==> config.mk <==
export PLATFORM = sky130hd
export DESIGN_NAME = tune_pwm_dac
export DESIGN_NICKNAME = d
export VERILOG_FILES = /design/src/rtl/tune_dac_pkg.sv /design/src/rtl/tune_frame_ctr.sv /design/src/rtl/tune_rate_mult.sv /design/src/rtl/tune_pulse_shaper.sv /design/src/rtl/tune_pwm_dac.sv
export SDC_FILE = /design/constraint.sdc
export NUM_CORES = 1
export LEC_CHECK = 0
export ABC_AREA = 1
export BUFFER_PORTS_ARGS = -buffer_cell sky130_fd_sc_hd__clkbuf_2
export CAP_MARGIN = 20
export CORE_MARGIN = 4
export CORE_UTILIZATION = 57
export CTS_BUF_LIST = sky130_fd_sc_hd__clkbuf_8
export DETAILED_ROUTE_END_ITERATION = 16
export PLACE_DENSITY = 0.84
export SYNTH_ARGS = -nofsm -noshare
export SYNTH_HDL_FRONTEND = slang
export SYNTH_SLANG_ARGS = --single-unit
==> constraint.sdc <==
create_clock -name clk -period 5.2 [get_ports clk]
set_input_delay 1.04 -clock clk [delete_from_list [all_inputs] [get_ports clk]]
set_output_delay 1.04 -clock clk [all_outputs]
set_load 0.005 [all_outputs]
==> src/rtl/tune_dac_pkg.sv <==
package tune_dac_pkg;
  localparam int unsigned DAC_CODE_W = 13;
  localparam int unsigned DAC_SLOT_BITS = 8;

  // Length of the active run in one slot: base width plus the optional extra clock.
  function automatic logic [15:0] run_length(input logic [15:0] base, input logic extra);
    return base + {15'd0, extra};
  endfunction

  // True while the in-slot offset still lies inside the active run.
  function automatic logic run_active(input logic [15:0] offset, input logic [15:0] len);
    return offset < len;
  endfunction
endpackage

==> src/rtl/tune_frame_ctr.sv <==
module tune_frame_ctr #(
  parameter int unsigned SLOT_BITS = 8,
  parameter int unsigned POS_BITS  = 5
) (
  input  logic                 clk,
  input  logic                 rst_n,
  output logic [SLOT_BITS-1:0] slot_idx,
  output logic [POS_BITS-1:0]  slot_pos,
  output logic                 frame_end
);
  localparam int unsigned CNT_W = SLOT_BITS + POS_BITS;

  logic [CNT_W-1:0] count;

  always_ff @(posedge clk or negedge rst_n) begin
    if (!rst_n) count <= '0;
    else        count <= count + 1'b1;
  end

  assign slot_idx  = count[CNT_W-1:POS_BITS];
  assign slot_pos  = count[POS_BITS-1:0];
  assign frame_end = &count;
endmodule

==> src/rtl/tune_rate_mult.sv <==
module tune_rate_mult #(
  parameter int unsigned SLOT_BITS = 8
) (
  input  logic [SLOT_BITS-1:0] slot_idx,
  input  logic [SLOT_BITS-1:0] frac,
  output logic                 extra_slot
);
  logic [SLOT_BITS-1:0] rev_idx;

  for (genvar i = 0; i < SLOT_BITS; i++) begin : g_rev
    assign rev_idx[i] = slot_idx[SLOT_BITS-1-i];
  end

  assign extra_slot = rev_idx < frac;
endmodule

==> src/rtl/tune_pulse_shaper.sv <==
module tune_pulse_shaper #(
  parameter int unsigned POS_BITS = 5
) (
  input  logic                clk,
  input  logic                rst_n,
  input  logic [POS_BITS-1:0] slot_pos,
  input  logic [POS_BITS-1:0] base_width,
  input  logic                extra_slot,
  output logic                pull_dn
);
  import tune_dac_pkg::*;

  logic [15:0] run_len;
  logic        run_now;

  always_comb begin
    run_len = run_length(16'(base_width), extra_slot);
    run_now = run_active(16'(slot_pos), run_len);
  end

  always_ff @(posedge clk or negedge rst_n) begin
    if (!rst_n) pull_dn <= 1'b0;
    else        pull_dn <= run_now;
  end
endmodule

==> src/rtl/tune_pwm_dac.sv <==
module tune_pwm_dac #(
  parameter int unsigned CODE_W    = 13,
  parameter int unsigned SLOT_BITS = 8
) (
  input  logic              clk,
  input  logic              rst_n,
  input  logic              load,
  input  logic [CODE_W-1:0] code_in,
  output logic              pull_dn
);
  localparam int unsigned POS_BITS = CODE_W - SLOT_BITS;

  logic [CODE_W-1:0]    pend_code;
  logic [CODE_W-1:0]    active_code;
  logic [SLOT_BITS-1:0] slot_idx;
  logic [POS_BITS-1:0]  slot_pos;
  logic                 frame_end;
  logic                 extra_slot;

  always_ff @(posedge clk or negedge rst_n) begin
    if (!rst_n) pend_code <= '0;
    else if (load) pend_code <= code_in;
  end

  always_ff @(posedge clk or negedge rst_n) begin
    if (!rst_n) active_code <= '0;
    else if (frame_end) active_code <= pend_code;
  end

  tune_frame_ctr #(.SLOT_BITS(SLOT_BITS), .POS_BITS(POS_BITS)) i_ctr (
    .clk(clk), .rst_n(rst_n),
    .slot_idx(slot_idx), .slot_pos(slot_pos), .frame_end(frame_end)
  );

  tune_rate_mult #(.SLOT_BITS(SLOT_BITS)) i_rate (
    .slot_idx(slot_idx), .frac(active_code[SLOT_BITS-1:0]), .extra_slot(extra_slot)
  );

  tune_pulse_shaper #(.POS_BITS(POS_BITS)) i_shape (
    .clk(clk), .rst_n(rst_n), .slot_pos(slot_pos),
    .base_width(active_code[CODE_W-1:SLOT_BITS]), .extra_slot(extra_slot),
    .pull_dn(pull_dn)
  );
endmodule

### Yosys cells after proc, flatten, opt, wreduce, memory -nomap -nowiden

Index checks and enable logic that the tools add are counted.
Widths: inputs -> output; s select.

* bits in registers: 40
* output and inout port bits: 1
* logic and storage cells: 9

* add/subtract/negate cells: 2
* order comparisons: 2
* reduce and logical (&&, ||, !) cells: 1

Operator list (count)
* $lt 5x16->1: 1
* $add 13x1->13 const B: 1
* $reduce_and 13->1: 1
* $lt 8x8->1: 1
* $add 5x1->6: 1

### Logic depth before layout (Yosys ltp)

Gate-level depths: netlist of run 1.

* depth in word-level cells: 3
* depth in mapped cells: 16

### Modules after synthesis

A second synthesis of run 1 with hierarchy kept.

* cells, all modules: 238
* area, all modules: 2001.9 µm²

Modules (own cells, without submodules)
* tune_pwm_dac: times used 1, cells each 110, area each 988.4 µm², seq. area each 650.6 µm²
* tune_frame_ctr: times used 1, cells each 70, area each 611.8 µm², seq. area each 325.3 µm²
* tune_pulse_shaper: times used 1, cells each 27, area each 217.7 µm², seq. area each 25.0 µm²
* tune_rate_mult: times used 1, cells each 31, area each 183.9 µm², seq. area each 0.0 µm²

### Worst setup path before layout of run 1

No wires, ideal clock.

* path kind: register -> register
* start: register i_ctr.count[9]
* end: register i_shape.pull_dn
* arrival: 2.096 ns
* slack: 2.980 ns
* cell stages (with the launch flop): 12
* cells stage by stage: dfrtp_1 -> ha_1 -> a21oi_1 -> nand2_1 -> a21oi_1 -> ha_1 -> ha_1 -> nand3_1 -> xor2_1 -> ha_1 -> a21boi_0 -> a21oi_1

* word-level cells in the longest chain between the ends: 3

RTL lines
* from (decl): line tune_frame_ctr.sv:13 `logic [CNT_W-1:0] count;`
* from (signal assigned): line tune_frame_ctr.sv:17 `else count <= count + 1'b1;`
* $lt 8x8->1: line tune_rate_mult.sv:14 `assign extra_slot = rev_idx < frac;`
* $add 5x1->6: line tune_dac_pkg.sv:7 `return base + {15'd0, extra};`
* $lt 5x16->1: line tune_dac_pkg.sv:12 `return offset < len;`
* named net i_shape.run_now: line tune_pulse_shaper.sv:14 `logic run_now;`
* to (signal assigned): line tune_pulse_shaper.sv:23 `else pull_dn <= run_now;`
* to (decl): line tune_pulse_shaper.sv:9 `output logic pull_dn`

The timed path passes the listed nets, and every way through them passes these cells.
A chain may end at the register's enable or synchronous reset.

### Worst setup path after layout of run 1

* start: register i_ctr.count[5]
* end: register i_shape.pull_dn

The elaborated chain is that of the path after synthesis.

==> results of run 1 <==
-- worst max-delay path, stage by stage (launching register included) --
cell and delay (ns):
dfrtp_1 0.44, ha_1 0.31, a21oi_1 0.18, o21ai_0 0.14
a21oi_1 0.15, ha_1 0.23, ha_1 0.21, nand3_1 0.12
xor2_1 0.16, ha_1 0.26, a21boi_0 0.18, a21oi_1 0.09
-- state kept, by name, indices dropped and copies added (netlist names) --
name	count
active_code	13
i_ctr.count	13
i_shape.pull_dn	1
pend_code	13
-- cells by family (layout without fill, tap and decap cells) --
| kind of cell | after synthesis | count (layout) |
|---|---|---|
| AOI/OAI and AO/OA | 9 | 9 |
| muxes | 13 | 13 |
| buffers and inverters | 26 | 47 |
| and+or+nand+nor | 91 | 91 |
| xor gates and xnor gates | 11 | 11 |
| adders and majority gates | 14 | 14 |
| DFF | 40 | 40 |
-- layer usage --
layer	track usage (%)	up-vias	wire, µm
li1	-	691	-
met1	24.9	661	1530
met2	30.0	19	1660
met3	4.49	5	110
met4	9.11	0	80
met5	0	-	0
-- metrics by stage --
stage | worst slack, ns | util [%] | total power [mW]
floorplan | 2.98 | - | 0.343
global placement | 2.86 | 62.5 | 0.355
detailed placement | 2.72 | 62.5 | 0.356
CTS | 2.61 | 66.1 | 0.624
global route | 2.40 | 66.7 | 0.644
finish | 2.63 | 66.7 | 0.621
-- layout by cell type (no fill, tap or decap), drive strengths merged, types with 4 or more instances in the layout --
cell / count
nand2: 57
dfrtp: 40
inv: 22
clkbuf: 22
nand3: 18
ha: 14
mux2: 13
nor2: 10
xor2: 9
a21oi: 6
nor3: 4
-- worst max-delay path by stage --
stage	start	endpoint	slack (ns)
2_1_floorplan	i_ctr.count[9]	i_shape.pull_dn	2.98
3_3_place_gp	i_ctr.count[5]	i_shape.pull_dn	2.86
4_1_cts	i_ctr.count[5]	i_shape.pull_dn	2.61
6_report	i_ctr.count[5]	i_shape.pull_dn	2.63
5_1_grt	i_ctr.count[5]	i_shape.pull_dn	2.40
3_5_place_dp	i_ctr.count[5]	i_shape.pull_dn	2.72
-- synthesized netlist by cell type --
cell type,n,area [µm²]
nor3_4,1,16.3
a21oi_1,6,30.0
o21ai_0,1,5.00
buf_6,3,33.8
xnor2_1,2,17.5
nor3_1,3,15.0
mux2_2,13,146
nand2_1,53,199
inv_2,1,3.75
a21boi_0,2,15.0
inv_1,21,78.8
dfrtp_1,40,1000
nor2_4,1,11.3
buf_2,1,5.00
ha_1,14,175
nor2_8,1,20.0
nand2_4,2,22.5
xor2_1,9,78.8
nand4_1,2,12.5
nand3_1,18,90.1
nand2_2,2,12.5
nor2_1,8,30.0
-- area by class of cell --
cell class | instances | area, µm² | area share [%]
clock buffers | 6 | 82.6 | 3.65
well taps | 46 | 57.6 | 2.55
inverters | 22 | 82.6 | 3.65
flip-flops and latches | 40 | 1000 | 44.3
repair buffers | 17 | 100 | 4.43
multi-input cells | 138 | 897 | 39.7
clock inverters | 2 | 38.8 | 1.72
-- power breakdown --
group          internal [mW]  leakage, nW  switching, mW
Combinational         0.0143        0.603         0.0108
Sequential             0.321        0.515        0.00527
Clock                  0.157       0.0614          0.113
==> key figures, run 1 <==
Clocking
  – # Post-CTS Setup Buffers: 0
  – Clock Tree Root: clkbuf_8
  – CTS tree: built
  – Clock-pin slew on the worst setup and hold paths: approximately 0.080 ns
  – CTS Hold Bufs: 0
  – Worst skew pair latency: 0.30 ns
  – Cts bufs inserted: 5
  – Post-CTS sizing: 0
  – Worst-case clock buffer depth: 2
  – Clock sinks: 40
  – H-tree levels: 2

Power
  – PwrDens: 275 nW/µm²
  – Leak: 1.18 nW
  – Peak supply drop: 0.223 mV

Route
  – Routed WL: 3380 µm
  – Drt initial violations: 60
  – WL/cell: ~12 µm
  – Drt drc: 0
  – 1st-pass router iterations: 4
  – Vias per inst: between 5 and 6
  – Post-route ant nets: 0
  – Total number of vias: 1,376

GRT
  – Antenna violations before repair: 0
  – First-pass GRT wire length: roughly 6300 µm
  – GRT Total Usage: 19.2%
  – Pin count of the biggest net entering global routing: 41
  – Total gr overflow: 0
  – Vias in the first global route: 1,414

Worst setup path
  – Critical Path Start Type: flop
  – Kind of critical path: flop to flop
  – Reg2reg setup slack: 2.63 ns
  – WP data required: 5.39 ns
  – Reg-to-Reg Start: i_ctr.count[5]
  – Critical path arrival: 2.76 ns
  – Reg2Reg Depth: 11
  – Max FO, Critical Path: 4
  – Crit end category: flop
  – Crit Reg-Reg Endpoint: i_shape.pull_dn

STA
  – Post-route setup TNS: 0 ns
  – Clock Skews: ~0.0043 ns
  – RSZ-0062 raised after global routing: no
  – Slew headroom: 60.0%
  – Final Hold Fails: 0
  – Fin Hold WS: ~0.47 ns
  – Shortest period the worst path allows: 2.57 ns
  – Worst Max-Slew Pin Slew: 0.599 ns
  – Slew Viols, Final: 0
  – Final setup fails: 0
  – Fmax: 389 MHz
  – Final worst-path cycle share: 49.5%

Place
  – Port bufs: 16
  – Routability cong.: 0.826
  – Placed Cells incl. Taps: 262
  – Hpwl dp: 2420 µm
  – Area after DPL: between 2000 and 2500 µm²

Finish
  – Fin area: 2260 µm²
  – Layout cell share with drive strength beyond 1: 20.4%
  – Filler cells: approximately 280
  – # diodes: 0
  – Layout area overhead: 11.9%
  – Non-Filler Instances: 271
  – Fin nets: approximately 250

Synthesis
  – Post-synthesis compound-gate area fraction: roughly 2.5%
  – Yosys Warn Count: 0
  – Syn Area/Cell: 9.90 µm²
  – Largest family of logic cells by synthesized area: simple AND/OR/NAND/NOR gates
  – Post-synthesis adder-cell area fraction: 8.67%
  – Synth Area in XOR/XNOR: 4.77%
  – Syn Inst Count: 204
  – Mapped Area: 2020 µm²
  – Post-synthesis mux area share: between 7 and 8%
  – Sequential share of the synthesized area: 49.6%
  – Synthesized Nets: 234
  – Yosys reg bits: 40
  – Netlist cell types: 22
  – Simple-gate share of the synthesized area: 21.3%

Hold path
  – WHS Path Cells: 1
  – Min-delay worst type: flop to flop
  – Endpoint, Worst Hold: i_ctr.count[0]
  – Hold_sp: i_ctr.count[0]

Floorplanning
  – Full die area: 4560 µm²
  – DIE HEIGHT: between 60 and 70 µm
  – Die X: 67.5 µm
  – Rows: 21
  – Initial Util: 59.6%
  – Boundary Pins: 17
  – Core ar.: 3390 µm²

Run status
  – Outcome: completed

Run
  – Max cap viols: 0
Note: power is estimated with default switching activity, not from simulation.
==> inputs of run 2 (changes only) <==
- clock period: 5.2 -> 2.4 ns (I/O delays scaled with it)
==> key figures, run 2 (synthesis results as in run 1) <==
Run status
  – Outcome: completed (unchanged)

Place
  – Routability cong.: 0.817 (was 0.826)
  – Hpwl dp: 2600 µm (was 2420 µm)
  – Port bufs: 16 (unchanged)
  – DP Worst Slack: -0.0866 ns (was 2.72 ns)

GRT
  – Total gr overflow: 0 (unchanged)
  – Pin count of the biggest net entering global routing: 25 (was 41)
  – GRT Total Usage: 19.6% (was 19.2%)
  – Vias in the first global route: 1,474 (was 1,414)
  – First-pass GRT wire length: 6440 µm (was 6350 µm)
  – Antenna violations before repair: 0 (unchanged)

Route
  – WL/cell: 13.7 µm (was 12.5 µm)
  – Drt drc: 0 (unchanged)
  – Post-route ant nets: 0 (unchanged)
  – Wire length on met3: 137 µm (was 110 µm)
  – Met2 wire len: 1950 µm (was 1660 µm)
  – Routed WL: 3840 µm (was 3380 µm)
  – 1st-pass router iterations: 4 (unchanged)
  – Drt initial violations: 60 (unchanged)
  – WL met1: 1630 µm (was 1530 µm)
  – Vias per inst: 5.16 (was 5.08)
  – Total number of vias: 1,444 (was 1,376)
  – Uppermost routed layer: met4 (unchanged)

Floorplanning
  – Die X: 67.5 µm (unchanged)
  – DIE HEIGHT: 67.5 µm (unchanged)
  – Rows: 21 (unchanged)
  – Boundary Pins: 17 (unchanged)
  – Full die area: 4560 µm² (unchanged)
  – Initial Util: 59.6% (unchanged)
  – Core ar.: 3390 µm² (unchanged)

Finish
  – # diodes: 0 (unchanged)
  – Filler cells: 257 (was 279)
  – Layout area overhead: 15.0% (was 11.9%)
  – Commonest non-fill, non-tap cell in the layout: nand2_1 (unchanged)
  – Layout cell share with drive strength beyond 1: 26.5% (was 20.4%)
  – Commonest non-fill, non-tap cells in the layout: 53 x nand2_1, 40 x dfrtp_1, 20 x inv_1, 17 x nand3_1, 16 x clkbuf_2 (was 53 x nand2_1, 40 x dfrtp_1, 21 x inv_1, 18 x nand3_1, 16 x clkbuf_2)
  – Fin nets: 263 (was 254)
  – Largest registers: active_code: 13 flops, i_ctr.count: 13 flops, pend_code: 13 flops (unchanged)

Clocking
  – Clock-pin slew on the worst setup and hold paths: 0.08 ns (about the same)
  – Clock sinks: 40 (unchanged)
  – Clock Tree Root: clkbuf_8 (unchanged)
  – Worst-case clock buffer depth: 2 (unchanged)
  – Worst skew pair latency: 0.30 ns (about the same)
  – CTS tree: built (unchanged)
  – Cts bufs inserted: 5 (unchanged)
  – CTS Hold Bufs: 0 (unchanged)
  – H-tree levels: 2 (unchanged)

STA
  – Shortest period the worst path allows: 2.39 ns (was 2.57 ns)
  – Fmax: 419 MHz (was 389 MHz)
  – Final worst slack: 0.0144 ns (was 2.63 ns)
  – Final setup fails: 0 (unchanged)
  – Slew Viols, Final: 0 (unchanged)
  – Final worst-path cycle share: 99.4% (was 49.5%)
  – Final Hold Fails: 0 (unchanged)
  – RSZ-0062 raised after global routing: yes (was no)
  – Clock Skews: 0.00620 ns (was 0.00426 ns)
  – Fin Hold WS: 0.102 ns (was 0.473 ns)
  – Worst Max-Slew Pin Slew: 0.593 ns (was 0.599 ns)
  – Slew headroom: 60.4% (was 60.0%)

Worst setup path
  – Critical-path top delay cell: dfrtp_1 (unchanged)
  – Max FO, Critical Path: 2 (was 4)
  – Reg2reg setup slack: 0.01 ns (was 2.63 ns)
  – Critical Path Start Type: flop (unchanged)
  – Critical path arrival: 2.57 ns (was 2.76 ns)
  – Max incr delay on CP: 0.36 ns (was 0.44 ns)
  – Delay-heaviest family, CP: adder cells (unchanged)
  – Crit end category: flop (unchanged)
  – Worst path buffer plus inverter count: 2 (was 0)
  – WP data required: 2.59 ns (was 5.39 ns)
  – Kind of critical path: flop to flop (unchanged)
  – CP cell instances: inv_1 -> ha_1 -> nand2_1 -> inv_1 -> nand2_1 -> nand2_1 -> a21oi_2 -> ha_2 -> ha_1 -> nand3_1 -> xor2_1 -> ha_1 -> a21boi_0 -> a21oi_1 (was ha_1 -> a21oi_1 -> o21ai_0 -> a21oi_1 -> ha_1 -> ha_1 -> nand3_1 -> xor2_1 -> ha_1 -> a21boi_0 -> a21oi_1)

Power
  – Leak: 1.20 nW (was 1.18 nW)
  – Peak supply drop: 0.471 mV (was 0.223 mV)
  – PwrDens: 535 nW/µm² (was 275 nW/µm²)

Run
  – Max cap viols: 0 (unchanged)

Hold path
  – Min-delay worst type: input port to async pin (was flop to flop)
## run 2: repair_timing
item                                    4_1_cts  5_1_grt
pin swaps                                     1        0
endpoints found under the setup margin        1        1
resized for setup                             3        5
cloned                                        0        0
setup buffers                                 2        4
## run 2: cell type report
type / instances / area (µm²) / share of cell area, %
flip-flops and latches: 40 / 1000 / 43.1
multi-input cells: 138 / 928 / 40.0
repair buffers: 26 / 155 / 6.68
clock buffers: 6 / 82.6 / 3.56
inverters: 22 / 82.6 / 3.56
well taps: 46 / 57.6 / 2.48
clock inverters: 2 / 15.0 / 0.647
## run 2: where the power goes
| group | internal [mW] | switching (mW) |
|---|---|---|
| clock network | 0.233 | 0.248 |
| logic | 0.0288 | 0.0244 |
| registers | 0.695 | 0.0125 |
## run 2: path summary, 6_finish.rpt
path | startpoint | end | cells past startpoint
worst min register to register | active_code[5] | active_code[5] | 2
worst min-delay path | rst_n | i_ctr.count[5] | 1
worst max-delay path | active_code[2] | i_shape.pull_dn | 14
worst max register to register | active_code[2] | i_shape.pull_dn | 14
max in group asynchronous | rst_n | pend_code[6] | 2
min in group clk | code_in[5] | pend_code[5] | 2
## run 2: through the flow
step	area [µm²]	power (mW)	setup TNS (ns)	instances	util [%]
detailed placement	2150	0.775	-0.0866	266	63.4
global placement	2150	0.771	0	266	63.4
finish	2320	1.24	0	280	68.5
global route	2320	1.29	-0.118	280	68.5
CTS	2270	1.25	0	276	67.0
floorplan	2020	0.742	0	204	-
## run 2: per-layer routing
layer  up-vias  GRT usage [%]
met5         -              0
met4         0           8.86
met3        10           5.66
met2        21           32.8
met1       697           23.3
li1        716              -
